==> src/rtl/rc_tune_pkg.sv <==
package rc_tune_pkg;
  typedef enum logic [2:0] {
    PH_IDLE = 3'd0,
    PH_DIS  = 3'd1,
    PH_CHG  = 3'd2,
    PH_CMP  = 3'd3,
    PH_FIN  = 3'd4
  } phase_t;
endpackage

==> src/rtl/rc_tune_seq.sv <==
// Phase sequencer: discharge, charge, compare; loops until the stepper
// flags the last iteration.
module rc_tune_seq
  import rc_tune_pkg::*;
#(
  parameter int DIS_CYC = 4,
  parameter int CHG_CYC = 8
) (
  input  logic   clk,
  input  logic   rst_n,
  input  logic   go_i,
  input  logic   last_i,
  output phase_t phase_o
);
  localparam int LONGEST = (DIS_CYC > CHG_CYC) ? DIS_CYC : CHG_CYC;
  localparam int TW      = $clog2(LONGEST + 1);
  localparam logic [TW-1:0] DIS_LOAD = TW'(DIS_CYC - 1);
  localparam logic [TW-1:0] CHG_LOAD = TW'(CHG_CYC - 1);

  phase_t        phase_q, phase_d;
  logic [TW-1:0] tmr_q, tmr_d;

  always_comb begin
    phase_d = phase_q;
    tmr_d   = tmr_q;
    unique case (phase_q)
      PH_IDLE, PH_FIN: begin
        if (go_i) begin
          phase_d = PH_DIS;
          tmr_d   = DIS_LOAD;
        end
      end
      PH_DIS: begin
        if (tmr_q == '0) begin
          phase_d = PH_CHG;
          tmr_d   = CHG_LOAD;
        end else begin
          tmr_d = tmr_q - 1'b1;
        end
      end
      PH_CHG: begin
        if (tmr_q == '0) phase_d = PH_CMP;
        else             tmr_d   = tmr_q - 1'b1;
      end
      PH_CMP: begin
        if (last_i) begin
          phase_d = PH_FIN;
        end else begin
          phase_d = PH_DIS;
          tmr_d   = DIS_LOAD;
        end
      end
      default: phase_d = PH_IDLE;
    endcase
  end

  always_ff @(posedge clk or negedge rst_n) begin
    if (!rst_n) begin
      phase_q <= PH_IDLE;
      tmr_q   <= '0;
    end else begin
      phase_q <= phase_d;
      tmr_q   <= tmr_d;
    end
  end

  assign phase_o = phase_q;
endmodule

==> src/rtl/rc_tune_step.sv <==
// Code stepper: saturating up/down step, reversal and budget detection.
module rc_tune_step #(
  parameter int CODE_W    = 5,
  parameter int CODE_INIT = 16,
  parameter int MAX_ITER  = 32
) (
  input  logic              clk,
  input  logic              rst_n,
  input  logic              load_i,
  input  logic              sample_i,
  input  logic              dec_i,
  output logic [CODE_W-1:0] code_o,
  output logic              last_o
);
  localparam int IW = $clog2(MAX_ITER + 1);
  localparam logic [CODE_W-1:0] TOP  = '1;
  localparam logic [CODE_W-1:0] INIT = CODE_W'(CODE_INIT);
  localparam logic [IW-1:0]     LAST_ITER = IW'(MAX_ITER - 1);

  logic [CODE_W-1:0] code_q, code_nx;
  logic              prev_q, seen_q;
  logic [IW-1:0]     iter_q;
  logic              flip, at_edge, out_of_budget;

  always_comb begin
    if (dec_i) code_nx = (code_q == TOP) ? code_q : code_q + 1'b1;
    else       code_nx = (code_q == '0)  ? code_q : code_q - 1'b1;
    flip          = seen_q && (dec_i != prev_q);
    at_edge       = (code_nx == TOP) || (code_nx == '0);
    out_of_budget = (iter_q == LAST_ITER);
    last_o        = flip || at_edge || out_of_budget;
  end

  always_ff @(posedge clk or negedge rst_n) begin
    if (!rst_n) begin
      code_q <= INIT;
      prev_q <= 1'b0;
      seen_q <= 1'b0;
      iter_q <= '0;
    end else if (load_i) begin
      code_q <= INIT;
      seen_q <= 1'b0;
      iter_q <= '0;
    end else if (sample_i) begin
      code_q <= code_nx;
      prev_q <= dec_i;
      seen_q <= 1'b1;
      iter_q <= iter_q + 1'b1;
    end
  end

  assign code_o = code_q;
endmodule

==> src/rtl/rc_tune_ctrl.sv <==
module rc_tune_ctrl
  import rc_tune_pkg::*;
#(
  parameter int CODE_W    = 5,
  parameter int CODE_INIT = 16,
  parameter int MAX_ITER  = 32,
  parameter int DIS_CYC   = 4,
  parameter int CHG_CYC   = 8
) (
  input  logic              clk,
  input  logic              rst_n,
  input  logic              start_i,
  input  logic              cmp_i,
  output logic              chg_en_o,
  output logic              cmp_clk_o,
  output logic [CODE_W-1:0] cap_code_o,
  output logic              done_o,
  output logic              pwr_dn_o
);
  phase_t phase;
  logic   parked, go, sample, last;

  assign parked = (phase == PH_IDLE) || (phase == PH_FIN);
  assign go     = start_i && parked;
  assign sample = (phase == PH_CMP);

  rc_tune_seq #(
    .DIS_CYC(DIS_CYC),
    .CHG_CYC(CHG_CYC)
  ) u_seq (
    .clk    (clk),
    .rst_n  (rst_n),
    .go_i   (go),
    .last_i (last),
    .phase_o(phase)
  );

  rc_tune_step #(
    .CODE_W   (CODE_W),
    .CODE_INIT(CODE_INIT),
    .MAX_ITER (MAX_ITER)
  ) u_step (
    .clk     (clk),
    .rst_n   (rst_n),
    .load_i  (go),
    .sample_i(sample),
    .dec_i   (cmp_i),
    .code_o  (cap_code_o),
    .last_o  (last)
  );

  assign chg_en_o  = (phase == PH_CHG) || (phase == PH_CMP);
  assign cmp_clk_o = sample;
  assign done_o    = (phase == PH_FIN);
  assign pwr_dn_o  = parked;
endmodule

==> config.mk <==
export PLATFORM = sky130hd
export DESIGN_NAME = rc_tune_ctrl
export DESIGN_NICKNAME = d
export VERILOG_FILES = /design/src/rtl/rc_tune_pkg.sv /design/src/rtl/rc_tune_seq.sv /design/src/rtl/rc_tune_step.sv /design/src/rtl/rc_tune_ctrl.sv
export SDC_FILE = /design/constraint.sdc
export NUM_CORES = 1
export LEC_CHECK = 0
export BUFFER_PORTS_ARGS = -buffer_cell sky130_fd_sc_hd__buf_2
export CAP_MARGIN = 40
export CORE_ASPECT_RATIO = 0.7
export CORE_MARGIN = 1.5
export CORE_UTILIZATION = 58
export CTS_BUF_LIST = sky130_fd_sc_hd__clkbuf_4
export DETAILED_ROUTE_END_ITERATION = 10
export MAX_ROUTING_LAYER = met4
export PLACE_DENSITY_LB_ADDON = 0.08
export SLEW_MARGIN = 40
export SYNTH_ARGS = -nofsm -noshare
export SYNTH_HDL_FRONTEND = slang
export SYNTH_HIERARCHICAL = 1
export SYNTH_SLANG_ARGS = --single-unit
export TNS_END_PERCENT = 100
==> constraint.sdc <==
create_clock -name clk -period 2.9 [get_ports clk]
set_input_delay 0.29 -clock clk [delete_from_list [all_inputs] [get_ports clk]]
set_output_delay 0.29 -clock clk [all_outputs]
set_load 0.005 [all_outputs]
==> impl_metrics.py <==
metrics = {
    "detailed_routing": {
        "drc_errors": 0,
        "vias": 1112,
        "dr.first_iter.drc_count": 79,
        "firstDrtPassIters": 4,
        "drt-total-wl_um": 2760,
        "via_per_inst": 5.85,
        "wl_per_cell_um": 14.5,
        "detail-route-antenna-nets": 0,
    },
    "clock_network": {
        "cts_root_buf": "clkbuf_4",
        "cts_buffers": 3,
        "clk_path_buf_depth": 2,
        "cts_tree": "done",
        "htreeDepth": 1,
        "cts.sinks": 20,
        "clkTransAtPathRegs_ps": 110,
        "clock_latency_ps": 300,
    },
    "synth": {
        "synth_edf_count": 0,
        "yosysSeqAreaShare_pct": 37.7,
        "synth_flop_cell": "dfrtp_1",
        "synth_nets": 150,
        "synthArstFlopShare_pct": 100,
        "avgSynthCellArea_um2": 9.38,
        "ys_types": 54,
        "yosys.area.top_type": "dfrtp_1",
        "netlist_instances": 142,
        "ys_top_cells_by_area": "dfrtp_1 36%, nor2_1 4.8%, ha_1 3.8%, mux2i_1 3.8%, o21ai_0 2.6%",
        "ys_warn_count": 6,
        "syn_area_um2": 1330,
        "synth_top_area_share_pct": 35.7,
        "ys_ff_latch": 20,
    },
    "finish": {
        "final_cell_area_um2": 1480,
        "nets": 167,
        "fillers": 187,
        "num_antenna_cells": 0,
        "drive_gt1_share_pct": 20.3,
        "final_cells": 190,
        "final_common_cell": "dfrtp_1",
        "area_growth_pct": 11.4,
        "final_util_pct": 68.9,
        "final_cell_mix": "19 x dfrtp_1, 17 x nor2_1, 12 x buf_2",
    },
    "setup_path": {
        "path_cells": "inv_1 -> ha_2 -> or4b_4 -> mux2_4 -> o311ai_2 -> nand4_1 -> o211ai_2 -> nand3_1 -> o311a_1 -> buf_4 -> o21ai_1 -> o2bb2ai_1",
        "worstPathRequired_ps": 3120,
        "worstReg2RegStart": "u_step/code_o[0]",
        "regToRegEndpoint": "u_seq/tmr_q[2]",
        "max_stage_delay_ps": 490,
        "end_kind": "flop",
        "critPathArrivalTime_ps": 2930,
        "crit_family": "simple AND/OR/NAND/NOR gates",
        "cp_slowest_cell": "or4b_4",
        "cp-start-kind": "flop",
        "crit_buf_inv": 2,
        "crit_fanout": 4,
        "reg2reg_depth": 12,
        "rrSetupSlack_ps": 190,
        "critical_path_class": "reg -> reg",
    },
    "sta": {
        "maxSlewHeadroom_pct": 72.1,
        "max_freq_mhz": 369,
        "final-setup-viol-count": 0,
        "worst_pin_slew_ps": 418,
        "slew_viol_final": 0,
        "clock_skew_ps": 10.8,
        "final.min_clock_period_ps": 2710,
        "hold_viol_final": 0,
        "post-route-period-util_pct": 93.5,
    },
    "power_and_ir_drop": {
        "p_leak_nw": 0.674,
        "peakVddDrop_v": 0.000443,
        "power.total_mw": 1.35,
        "cellPowerDensity_nw_per_um2": 912,
    },
    "hold_path": {
        "hp-class": "in -> async",
    },
    "floorplan": {
        "die_area_um2": 2600,
        "pin_count": 13,
        "die_h_um": 43.1,
        "core_area_um2": 2150,
        "die_w_um": 60.3,
        "row_count": 14,
        "start_util_pct": 61.8,
    },
    "status": {
        "outcome": "completed",
    },
    "global_route": {
        "grt_pass1_vias": 1001,
        "grt-ovfl-total": 0,
        "grt_max_degree": 21,
        "grt_pass1_wl_um": 4550,
        "track_usage_pct": 24.5,
        "antenna_found_initial": 0,
    },
    "placement": {
        "dp.cells": 184,
        "hpwl_um": 2020,
        "postPlaceCellArea_um2": 1440,
        "port-buffer-count": 12,
        "routabilityCongestion": 0.846,
    },
    "flow_run": {
        "max_cap_violations": 0,
    },
}
flip-flops by register name, summed over array words and instances, names as in the netlist:
signal	flops
u_step/iter_q	6
u_step/code_o	5
u_seq/tmr_q	4
u_seq/phase_o	3
u_step/prev_q	1
u_step/seen_q	1
per-layer routing:
metal  global-route usage, %  vias up  share of wire [%]
li1                        -      554                  -
met1                    34.8      531                 48
met2                    36.1       24                 46
met3                    5.79        3                5.7
met4                    4.44        0               0.29
met5                       -        -                  0
final cells by class:
type | instances | area, µm² | area share [%]
clock inverter | 1 | 3.75 | 0.253
sequential | 20 | 502 | 33.8
timing repair buffer | 20 | 123 | 8.26
inverter | 6 | 22.5 | 1.52
tap | 32 | 40.0 | 2.70
multi-input combinational | 108 | 771 | 51.9
clock buffer | 3 | 22.5 | 1.52
timing repair:
item                                    4_1_cts  5_1_grt
setup buffers                                 0        1
resized for setup                             0        1
hold endpoints to repair                     19        0
endpoints found under the setup margin        0        1
hold buffers                                  1        0
synth_stat cells, types with 2 or more instances:
cell and n:
a211oi_1 2, a21boi_0 2, a21oi_1 4, buf_1 2
clkbuf_1 3, dfrtp_1 19, ha_1 4, inv_1 6
mux2i_1 5, nand2_1 7, nand2b_1 4, nand3b_1 3
nand4_1 5, nand4b_1 3, nor2_1 17, nor2b_1 2
nor3b_1 3, o21ai_0 7, o21ai_1 3, o311a_1 2
xnor2_1 3, xor2_1 4
worst max-delay path by stage:
stage | start | endpoint | slack [ps] | cells after the start
after floorplan | u_step/code_o[0] | u_seq/tmr_q[1] | 210 | 12
after global placement | u_step/code_o[1] | u_seq/tmr_q[1] | 310 | 11
after detailed placement | u_step/code_o[1] | u_seq/tmr_q[1] | 190 | 11
after CTS | u_step/code_o[1] | u_seq/tmr_q[1] | 180 | 11
after global routing | u_step/code_o[1] | u_seq/tmr_q[1] | -4 | 11
final | u_step/code_o[0] | u_seq/tmr_q[2] | 190 | 12
cell families after synthesis:
family / count (synthesis) / synth area share [%]
flip-flops: 20 / 37.7
multiplexers: 7 / 5.73
AO/OA/AOI/OAI: 38 / 21.3
XOR/XNOR: 7 / 4.60
AND/OR/NAND/NOR: 52 / 22.3
buffers and inverters: 14 / 4.69
adder cells (fa/ha/maj): 4 / 3.76
report_power, final:
group	internal, mW	switching [mW]	total, mW
combinational	0.358	0.382	0.739
clock	0.0502	0.0814	0.132
sequential	0.369	0.114	0.483
stage by stage:
step                TNS (ps)  hold slack, ps  setup slack (ps)
global route           -3.97             464             -3.97
detailed placement         0             250               191
floorplan                  0           -5.59               215
CTS                        0             450               178
global placement           0             252               309
finish                     0             439               187
Power figures use the tool's default switching activity.
